[config.mk]
export PLATFORM = sky130hd
export DESIGN_NAME = spi_ctl_top
export DESIGN_NICKNAME = d
export VERILOG_FILES = /design/src/rtl/spi_pkg.sv /design/src/rtl/spi_clk_div.sv /design/src/rtl/spi_sync.sv /design/src/rtl/spi_shift.sv /design/src/rtl/spi_ctl_top.sv
export SDC_FILE = /design/constraint.sdc
export NUM_CORES = 1
export LEC_CHECK = 0
export BUFFER_PORTS_ARGS = -buffer_cell sky130_fd_sc_hd__buf_2
export CAP_MARGIN = 20
export CORE_MARGIN = 5
export CORE_UTILIZATION = 36
export CTS_CLUSTER_DIAMETER = 50
export DETAILED_ROUTE_END_ITERATION = 8
export REMOVE_ABC_BUFFERS = 1
export SYNTH_ARGS = -nofsm -noshare
export SYNTH_HDL_FRONTEND = slang
export SYNTH_SLANG_ARGS = --single-unit
export TNS_END_PERCENT = 20
[constraint.sdc]
create_clock -name clk -period 2.61 [get_ports clk]
set_input_delay 0.261 -clock clk [delete_from_list [all_inputs] [get_ports clk]]
set_output_delay 0.261 -clock clk [all_outputs]
set_load 0.01 [all_outputs]
[src/rtl/spi_pkg.sv]
package spi_pkg;

    // Control register layout; master lands on bit 0
    typedef struct packed {
        logic gp;
        logic od;
        logic ien;
        logic cpha;
        logic cpol;
        logic master;
    } ctrl_t;

    typedef enum logic [2:0] {
        ST_IDLE,
        ST_M_SETUP,
        ST_M_SHIFT,
        ST_M_HOLD,
        ST_S_ACTIVE
    } state_t;

    localparam logic [1:0] A_CTRL = 2'd0;
    localparam logic [1:0] A_RATE = 2'd1;
    localparam logic [1:0] A_DATA = 2'd2;
    localparam logic [1:0] A_STAT = 2'd3;

endpackage

[src/rtl/spi_clk_div.sv]
module spi_clk_div #(
    parameter int RATE_W     = 3,
    parameter int BASE_SHIFT = 2
) (
    input  logic              clk,
    input  logic              rst_n,
    input  logic              run,
    input  logic [RATE_W-1:0] rate,
    output logic              tick
);
    localparam int CNT_W = BASE_SHIFT + (1 << RATE_W);

    logic [CNT_W-1:0] cnt_q;
    logic [CNT_W-1:0] half_len;

    always_comb begin
        half_len = CNT_W'(1) << (BASE_SHIFT + int'(rate));
        tick     = run && (cnt_q == half_len - CNT_W'(1));
    end

    always_ff @(posedge clk or negedge rst_n) begin
        if (!rst_n)
            cnt_q <= '0;
        else if (!run || tick)
            cnt_q <= '0;
        else
            cnt_q <= cnt_q + CNT_W'(1);
    end
endmodule

[src/rtl/spi_sync.sv]
module spi_sync #(
    parameter int W      = 3,
    parameter int STAGES = 2
) (
    input  logic         clk,
    input  logic         rst_n,
    input  logic [W-1:0] d,
    output logic [W-1:0] q
);
    logic [W-1:0] stage_q [STAGES];

    always_ff @(posedge clk or negedge rst_n) begin
        if (!rst_n) begin
            for (int i = 0; i < STAGES; i++)
                stage_q[i] <= '1;
        end else begin
            stage_q[0] <= d;
            for (int i = 1; i < STAGES; i++)
                stage_q[i] <= stage_q[i-1];
        end
    end

    assign q = stage_q[STAGES-1];
endmodule

[src/rtl/spi_shift.sv]
module spi_shift #(
    parameter int W = 8
) (
    input  logic         clk,
    input  logic         rst_n,
    input  logic         load,
    input  logic [W-1:0] load_val,
    input  logic         sample,
    input  logic         shift,
    input  logic         din,
    output logic         dout,
    output logic [W-1:0] rx
);
    logic [W-1:0] tx_q;
    logic [W-1:0] rx_q;

    always_ff @(posedge clk or negedge rst_n) begin
        if (!rst_n) begin
            tx_q <= '0;
            rx_q <= '0;
        end else begin
            if (load)
                tx_q <= load_val;
            else if (shift)
                tx_q <= {tx_q[W-2:0], 1'b0};
            if (sample)
                rx_q <= {rx_q[W-2:0], din};
        end
    end

    assign dout = tx_q[W-1];
    assign rx   = rx_q;
endmodule

[src/rtl/spi_ctl_top.sv]
module spi_ctl_top
    import spi_pkg::*;
#(
    parameter int DATA_W      = 8,
    parameter int RATE_W      = 3,
    parameter int BASE_SHIFT  = 2,
    parameter int SYNC_STAGES = 2
) (
    input  logic              clk,
    input  logic              rst_n,
    input  logic              reg_wr,
    input  logic              reg_rd,
    input  logic [1:0]        reg_addr,
    input  logic [DATA_W-1:0] reg_wdata,
    output logic [DATA_W-1:0] reg_rdata,
    output logic              irq,
    output logic              gp_o,
    input  logic              sclk_i,
    output logic              sclk_o,
    output logic              sclk_oe,
    input  logic              sen_i,
    output logic              sen_o,
    output logic              sen_oe,
    input  logic              mosi_i,
    output logic              mosi_o,
    output logic              mosi_oe,
    input  logic              miso_i,
    output logic              miso_o,
    output logic              miso_oe
);
    localparam int CTRL_W = $bits(ctrl_t);
    localparam int EDGES  = 2 * DATA_W;
    localparam int ECNT_W = $clog2(EDGES + 1);

    ctrl_t              ctrl_q;
    logic [RATE_W-1:0]  rate_q, rate_lat;
    state_t             state_q, state_d;
    logic [ECNT_W-1:0]  ecnt_q;
    logic               hold_q, tgl_q, done_q, fin_q, s_sclk_prev;
    logic [DATA_W-1:0]  rxd_q, rx_sh;

    logic s_sclk, s_sen, s_mosi;
    logic wr_ctrl, wr_rate, wr_data, rd_data;
    logic m_busy, start_m, load_tx, tick;
    logic m_edge, s_edge, edge_any, lead, sample, shift, last_edge, hold_end;
    logic sclk_v, sen_v, mosi_v, done_set;

    // Input synchronizer for slave role
    spi_sync #(.W(3), .STAGES(SYNC_STAGES)) u_sync (
        .clk   (clk),
        .rst_n (rst_n),
        .d     ({sclk_i, sen_i, mosi_i}),
        .q     ({s_sclk, s_sen, s_mosi})
    );

    // Half-period tick generator
    spi_clk_div #(.RATE_W(RATE_W), .BASE_SHIFT(BASE_SHIFT)) u_div (
        .clk   (clk),
        .rst_n (rst_n),
        .run   (m_busy),
        .rate  (rate_lat),
        .tick  (tick)
    );

    // Shared shift path
    spi_shift #(.W(DATA_W)) u_shift (
        .clk      (clk),
        .rst_n    (rst_n),
        .load     (load_tx),
        .load_val (reg_wdata),
        .sample   (sample),
        .shift    (shift),
        .din      (ctrl_q.master ? miso_i : s_mosi),
        .dout     (mosi_v),
        .rx       (rx_sh)
    );

    // Decode and edge classification
    always_comb begin
        wr_ctrl   = reg_wr && (reg_addr == A_CTRL);
        wr_rate   = reg_wr && (reg_addr == A_RATE);
        wr_data   = reg_wr && (reg_addr == A_DATA);
        rd_data   = reg_rd && (reg_addr == A_DATA);
        m_busy    = (state_q == ST_M_SETUP) || (state_q == ST_M_SHIFT) || (state_q == ST_M_HOLD);
        start_m   = wr_data && ctrl_q.master && (state_q == ST_IDLE);
        load_tx   = wr_data && (state_q == ST_IDLE);
        m_edge    = (state_q == ST_M_SHIFT) && tick;
        s_edge    = (state_q == ST_S_ACTIVE) && (s_sclk != s_sclk_prev);
        edge_any  = (m_edge || s_edge) && (ecnt_q < ECNT_W'(EDGES));
        lead      = ctrl_q.master ? !ecnt_q[0] : (s_sclk != ctrl_q.cpol);
        sample    = edge_any && (lead ^ ctrl_q.cpha);
        shift     = edge_any && !(lead ^ ctrl_q.cpha) && (ecnt_q != '0);
        last_edge = edge_any && (ecnt_q == ECNT_W'(EDGES - 1));
        hold_end  = (state_q == ST_M_HOLD) && tick && hold_q;
        done_set  = hold_end || fin_q;
    end

    // Next-state logic
    always_comb begin
        state_d = state_q;
        unique case (state_q)
            ST_IDLE: begin
                if (start_m)
                    state_d = ST_M_SETUP;
                else if (!ctrl_q.master && !s_sen)
                    state_d = ST_S_ACTIVE;
            end
            ST_M_SETUP:  if (tick)      state_d = ST_M_SHIFT;
            ST_M_SHIFT:  if (last_edge) state_d = ST_M_HOLD;
            ST_M_HOLD:   if (hold_end)  state_d = ST_IDLE;
            ST_S_ACTIVE: if (s_sen || ctrl_q.master) state_d = ST_IDLE;
            default:     state_d = ST_IDLE;
        endcase
    end

    // State register
    always_ff @(posedge clk or negedge rst_n) begin
        if (!rst_n)
            state_q <= ST_IDLE;
        else
            state_q <= state_d;
    end

    // Datapath registers
    always_ff @(posedge clk or negedge rst_n) begin
        if (!rst_n) begin
            ctrl_q      <= '0;
            rate_q      <= '0;
            rate_lat    <= '0;
            ecnt_q      <= '0;
            hold_q      <= 1'b0;
            tgl_q       <= 1'b0;
            fin_q       <= 1'b0;
            done_q      <= 1'b0;
            rxd_q       <= '0;
            s_sclk_prev <= 1'b1;
        end else begin
            s_sclk_prev <= s_sclk;
            if (wr_ctrl) ctrl_q <= ctrl_t'(reg_wdata[CTRL_W-1:0]);
            if (wr_rate) rate_q <= reg_wdata[RATE_W-1:0];
            if (start_m) rate_lat <= rate_q;

            if (state_q == ST_IDLE)
                ecnt_q <= '0;
            else if (edge_any)
                ecnt_q <= ecnt_q + ECNT_W'(1);

            if (state_q == ST_IDLE)
                tgl_q <= 1'b0;
            else if (m_edge)
                tgl_q <= ~tgl_q;

            if (state_q != ST_M_HOLD)
                hold_q <= 1'b0;
            else if (tick)
                hold_q <= 1'b1;

            fin_q <= last_edge && (state_q == ST_S_ACTIVE);

            if (done_set) begin
                done_q <= 1'b1;
                rxd_q  <= rx_sh;
            end else if (rd_data) begin
                done_q <= 1'b0;
            end
        end
    end

    // Output logic
    always_comb begin
        sclk_v = ctrl_q.cpol ^ tgl_q;
        sen_v  = !m_busy;
        if (ctrl_q.master) begin
            if (ctrl_q.od) begin
                {sclk_o, sclk_oe} = {1'b0, ~sclk_v};
                {sen_o,  sen_oe}  = {1'b0, ~sen_v};
                {mosi_o, mosi_oe} = {1'b0, ~mosi_v};
            end else begin
                {sclk_o, sclk_oe} = {sclk_v, 1'b1};
                {sen_o,  sen_oe}  = {sen_v,  1'b1};
                {mosi_o, mosi_oe} = {mosi_v, 1'b1};
            end
            miso_o  = 1'b0;
            miso_oe = 1'b0;
        end else begin
            {sclk_o, sclk_oe} = 2'b00;
            {sen_o,  sen_oe}  = 2'b00;
            {mosi_o, mosi_oe} = 2'b00;
            miso_oe = (state_q == ST_S_ACTIVE);
            miso_o  = miso_oe && mosi_v;
        end
        irq  = done_q && ctrl_q.ien;
        gp_o = ctrl_q.gp;
        unique case (reg_addr)
            A_CTRL:  reg_rdata = DATA_W'(ctrl_q);
            A_RATE:  reg_rdata = DATA_W'(rate_q);
            A_DATA:  reg_rdata = rxd_q;
            default: reg_rdata = DATA_W'({(state_q != ST_IDLE), done_q});
        endcase
    end
endmodule

Word-level counts from Yosys, hierarchy flattened
Cells that the tools add are included.

word-level totals
  register bits = 65
  input port bits = 18
  output and inout port bits = 18
  logic and storage cells = 125

operators by class
  add/sub/neg operators = 4
  magnitude comparators = 1
  equality and inequality tests = 16
  shifts and indexed selects = 1
  muxes and demuxes = 35
  bitwise logic cells = 5
  reductions and logical operators = 42

operators with widths
  kind                                                                      count
  1-bit by 32-bit << shifter with 10-bit output (first input constant)      1
  8-bit one-hot mux with 3 select lines                                     1
  1-bit two-way mux                                                         22
  1-bit logical AND                                                         21
  3-bit two-way mux                                                         6
  8-bit two-way mux                                                         2
  3-bit one-hot mux with 5 select lines                                     1
  10-bit by 1-bit adder with 10-bit output (second input constant)          1
  10-bit equality test                                                      1
  10-bit two-way mux                                                        1
  5-bit two-way mux                                                         2
  2-bit nonzero test                                                        5
  10-bit by 1-bit subtractor with 10-bit output (second input constant)     1
  3-bit by 2-bit equality test with 1-bit output (second input constant)    2
  1-bit logical OR                                                          6
  2-bit inequality test (second input constant)                             3
  3-bit by 2-bit inequality test with 1-bit output (second input constant)  2
  5-bit by 1-bit adder with 5-bit output (second input constant)            1
  5-bit by 4-bit equality test with 1-bit output (second input constant)    1
  1-bit logical NOT                                                         5
  5-bit less-than comparator (second input constant)                        1
  5-bit AND reduction                                                       1
  5-bit nonzero test                                                        1
  2-bit by 3-bit adder with 4-bit output (first input constant)             1
  11 further kinds                                                          15

Logic depth before layout (Yosys ltp)
  depth after elaboration = 12
  depth in mapped cells = 9
  gate-level depth less buffers = 8

By module
A second synthesis with hierarchy kept.

unflattened totals
  cell total of the unflattened synthesis = 316
  area total of the unflattened synthesis = 3560.9 sq um

by module, submodules not included
  module       instances  cells an instance  area each (sq um)  seq. area each (sq um)
  spi_ctl_top  1          165                1789.2             827.0
  spi_clk_div  1          91                 890.9              250.2
  spi_shift    1          51                 700.7              400.4
  spi_sync     1          9                  180.2              157.7

Least setup slack after synthesis
OpenSTA, ideal clock, no wires.

  path kind = reg2reg
  start point = register rate_lat[1]
  end point = register u_shift.tx_q[1]
  setup time = 0.126 ns
  arrival time = 2.514 ns
  required time = 2.484 ns
  path slack = -0.030 ns
  cell stages (with the launch flop) = 9
  path buffers = 0
  period minus slack after synthesis = 2.640 ns
  cells stage by stage = dfrtp_1 -> inv_1 -> ha_1 -> or2_4 -> or3_4 -> a2111oi_4 -> nand4b_2 -> and3b_1 -> a221o_1

between the ends
  word-level cells in the longest chain between the ends = 11

ends and longest elaborated chain
  what                                           RTL line            RTL
  start, declared                                spi_ctl_top.sv:36   logic [RATE_W-1:0] rate_q, rate_lat;
  start signal, assigned                         spi_ctl_top.sv:141  if (start_m) rate_lat <= rate_q;
  2-bit by 3-bit adder with 4-bit output         spi_clk_div.sv:17   half_len = CNT_W'(1) << (BASE_SHIFT + int'(rate));
  1-bit by 32-bit << shifter with 10-bit output  spi_clk_div.sv:17
  10-bit by 1-bit subtractor with 10-bit output  spi_clk_div.sv:18   tick = run && (cnt_q == half_len - CNT_W'(1));
  10-bit equality test                           spi_clk_div.sv:18
  1-bit logical AND                              spi_clk_div.sv:18
  1-bit logical AND                              spi_ctl_top.sv:87   m_edge = (state_q == ST_M_SHIFT) && tick;
  1-bit logical OR                               spi_ctl_top.sv:89   edge_any = (m_edge || s_edge) && (ecnt_q < ECNT_W'(EDGES));
  1-bit logical AND                              spi_ctl_top.sv:89
  1-bit logical AND (2 in series)                spi_ctl_top.sv:92   shift = edge_any && !(lead ^ ctrl_q.cpha) && (ecnt_q != '0);
  2-bit nonzero test (no line)                   -
  end signal, assigned                           spi_shift.sv:23     tx_q <= load_val;
  end signal, assigned                           spi_shift.sv:25     tx_q <= {tx_q[W-2:0], 1'b0};
  end, declared                                  spi_shift.sv:14     logic [W-1:0] tx_q;

Every way passes these cells.
A chain may end at the register's enable or synchronous reset.

Worst setup path after layout
  start point = register rate_lat[1]
  end point = register rxd_q[7]

between the ends
  word-level cells in the longest chain between the ends = 8

ends and longest elaborated chain
  what                                           RTL line            RTL
  2-bit by 3-bit adder with 4-bit output         spi_clk_div.sv:17
  1-bit by 32-bit << shifter with 10-bit output  spi_clk_div.sv:17
  10-bit by 1-bit subtractor with 10-bit output  spi_clk_div.sv:18
  10-bit equality test                           spi_clk_div.sv:18
  1-bit logical AND                              spi_clk_div.sv:18
  1-bit logical AND (2 in series)                spi_ctl_top.sv:94   hold_end = (state_q == ST_M_HOLD) && tick && hold_q;
  1-bit logical OR                               spi_ctl_top.sv:95   done_set = hold_end || fin_q;
  end signal, assigned                           spi_ctl_top.sv:162  rxd_q <= rx_sh;
  end, declared                                  spi_ctl_top.sv:40   logic [DATA_W-1:0] rxd_q, rx_sh;

Every way passes these cells.

==> results.md <==
- Status: finished, final reports clean
- Pre-CTS WS: -0.04546 ns
- Reg area: 1635 µm²
- Root buf cell: clkbuf_8
- Die area: 11,530 µm²
- # H-tree levels: 3
- Antenna Nets Post-Route: 0
- CP Cell Sequence: buf_4 -> buf_4 -> nor4b_1 -> xnor2_1 -> xor2_1 -> nor3_4 -> a21oi_4 -> buf_12 -> mux2_2
- Total power: 2176 µW
- Setup Skew: 0.01115 ns
- # diodes: 0
- Final setup viols: 0
- Routability congestion estimate: 0.8081
- Syn Inst Count: 303
- Largest area contributor in the netlist: dfrtp_1
- CTS Buffer Depth: 2
- I/O pin total: 36
- Clock share of power: 34.6%
- CTS tree: built
- Achievable frequency: 393.6 MHz
- Hold Fails Final Rpt: 0
- WS Path Type: reg -> reg
- VDD IR-drop max: 0.3256 mV
- Synth area leaders: dfrtp_1, mux2_2, dfstp_2, ha_1, xnor2_1
- DR WL/cell: 15.35 µm
- CTS buffer count: 9
- DRC viols: 0
- Share of the synthesized area in the top cell type: 42.52%
- WP data arrival: 2.77 ns
- GRT overflow: 0
- Top Family by Delay on Critical Path: XOR/XNOR gates
- Post-synth top flop: dfrtp_1
- Netlist cell types: 51
- Largest net degree at the start of global routing: 37
- Initial DRC count: 120
- CP Launch Type: flip-flop
- Crit path capture type: flip-flop
- Internal Power: 1574 µW
- Unrepaired setup endpoints after global routing: no
- Register share of total power: 54.3%
- Final Critical Period: 2.541 ns
- Relative slew slack: 49.63%
- Crit path max fanout: 9
- Critical Path Slowest Stage Cell: dfrtp_1
- Area Growth Syn to Fin: 21.88%
- Clock-pin slew on the worst setup and hold paths: 0.07 ns
- Die Ht: 107.4 µm
- First-pass detailed-route iteration total: 4
- Register area share after synthesis: 47.91%
- Clock sinks: 65
- Combinational cell fraction of total power: 11.1%
- Yosys warnings: 0
- First-pass GRT wire length: 12,460 µm
- Die extent in x: 107.4 µm
- Multi-input gate area in the final layout: 1742 µm²
- Hpwl dp: 5608 µm
- Tcrit/Tclk final: 97.35%
- Syn_area_per_cell: 11.26 µm²
- Switching Fraction: 27.69%
- Synth Register Bits: 65
- Initial antenna violation count: 0
- Final worst slack: 0.06906 ns
- Hold Slack: 0.01981 ns
- Vias per std cell: 4.938
- Total routed wirelength: 7616 µm
- Most used cell along the critical path: buf_4
- Core Area: 9240 µm²
- Async S/R FF share, synth: 100.0%
- Fill count: 903
- Total Routing Usage GR: 13.81%
- Row Count: 35
- P_sw: 602.5 µW
- Max_cap viols: 0
- Max incr delay on CP: 0.39 ns
- CP Buf/Inv Count: 3
- Layout cells sized above 1: 35.69%
- Mapped Area: 3413 µm²
- Least-Margin Pin Slew: 0.7555 ns
- Leakage: 0.001994 µW
- Class of the worst hold path: in -> reg
- EDFF count, synth: 0
- Starting Density: 36.94%
- Power density cells: 523.1 nW/µm²
- Clk_lat worst skew: 0.35 ns
- Slew Limit Fails: 0
- Vias: 2,449
- Worst EP required: 2.84 ns
- # nets final: 389
- Input/output buffers: 35
- Vias in the first global route: 2,542
==> cell families after synthesis <==
kind of cell	after synthesis	synth area share (%)
simple gates	113	18.73
flops	65	47.91
mux	40	13.53
compound gates	34	8.688
xor+xnor	21	5.388
buf+inv	21	2.456
fa+ha+maj	9	3.299
==> placed cells by master (no fill, tap or decap), types with 7 or more instances in the layout <==
cell type  instances
buf_4             17
nand3_1            8
xor2_1            10
nor2_1            25
dfrtp_1           58
o21ai_0            7
buf_2             35
nand2_1           23
xnor2_1           10
and3_1             7
mux2_2            29
ha_1               7
mux2i_1            9
inv_1              8
clkbuf_8           9
dfstp_2            7
==> synthesized netlist by cell type, types with 6 or more instances <==
| cell type | count |
|---|---|
| dfrtp_1 | 58 |
| mux2_2 | 29 |
| nor2_1 | 25 |
| nand2_1 | 23 |
| xnor2_1 | 11 |
| inv_1 | 10 |
| xor2_1 | 10 |
| ha_1 | 9 |
| mux2i_1 | 9 |
| and3_1 | 8 |
| nand3_1 | 8 |
| clkbuf_1 | 7 |
| dfstp_2 | 7 |
| o21ai_0 | 7 |
| a221o_1 | 6 |
| and2_1 | 6 |
| and3b_1 | 6 |
==> timing repair <==
item	in CTS	in global routing
setup buffers	0	2
setup endpoints to repair	6	38
endpoints found under the hold margin	21	0
gates resized for setup	2	7
hold buffers	3	0
pin swaps	1	9
==> area by class of cell <==
class                      count  share of cell area, %
multi-input combinational    217                  41.86
sequential                    65                  39.31
timing repair buffer          59                  9.925
tap                          129                  3.880
clock buffer                   9                  2.977
clock inverter                 7                  1.143
inverter                      10                 0.9023
==> routing by layer <==
| metal | track usage [%] | wire (µm) | part of all wire, % | vias to the layer above |
|---|---|---|---|---|
| met5 | 0 | 0 | 0 | - |
| met4 | 5.140 | 124 | 1.6 | 0 |
| met3 | 3.539 | 350 | 4.6 | 14 |
| met2 | 20.96 | 3429 | 45 | 52 |
| met1 | 18.98 | 3711 | 49 | 1196 |
| li1 | - | - | - | 1187 |
==> power groups by stage <==
| stage | sequential, µW | combinational [µW] | clock [µW] |
|---|---|---|---|
| 2_1_floorplan | 1170 | 149 | 0 |
| 3_3_place_gp | 1200 | 236 | 0 |
| 3_5_place_dp | 1200 | 241 | 0 |
| 4_1_cts | 1180 | 248 | 773 |
| 5_1_grt | 1190 | 266 | 817 |
| 6_report | 1180 | 242 | 752 |
==> per-stage QoR <==
step,cell area (µm²),setup TNS (ns),cells,util [%]
floorplan,3367,-0.1817,292,-
global placement,3884,0,475,42.03
detailed placement,3884,-0.2054,475,42.03
CTS,4099,0,494,44.36
global route,4160,0,496,45.02
finish,4160,0,496,45.02
==> final timing paths <==
kind	from	to	slack, ns	cells past startpoint
worst max register to register	rate_lat[1]$_DFFE_PN0P_	rxd_q[7]$_DFFE_PN0P_	0.07	9
worst max-delay path	rate_lat[1]$_DFFE_PN0P_	rxd_q[7]$_DFFE_PN0P_	0.07	9
min in group asynchronous	rst_n	u_div.cnt_q[8]$_DFF_PN0_	0.52	2
max in group asynchronous	rst_n	s_sclk_prev$_DFF_PN1_	1.37	3
worst min register to register	u_sync.stage_q[5]$_DFF_PN1_	u_sync.q[2]$_DFF_PN1_	0.36	0
worst min-delay path	sen_i	u_sync.stage_q[4]$_DFF_PN1_	0.02	1
==> flip-flops by register name, indices dropped and copies added (netlist names), 5 cells and up <==
register	cells
u_div.cnt_q	10
rxd_q	8
u_shift.rx	8
u_shift.tx_q	8
ctrl_q	5
ecnt_q	5
No activity file was read; power rests on OpenSTA's default activity.
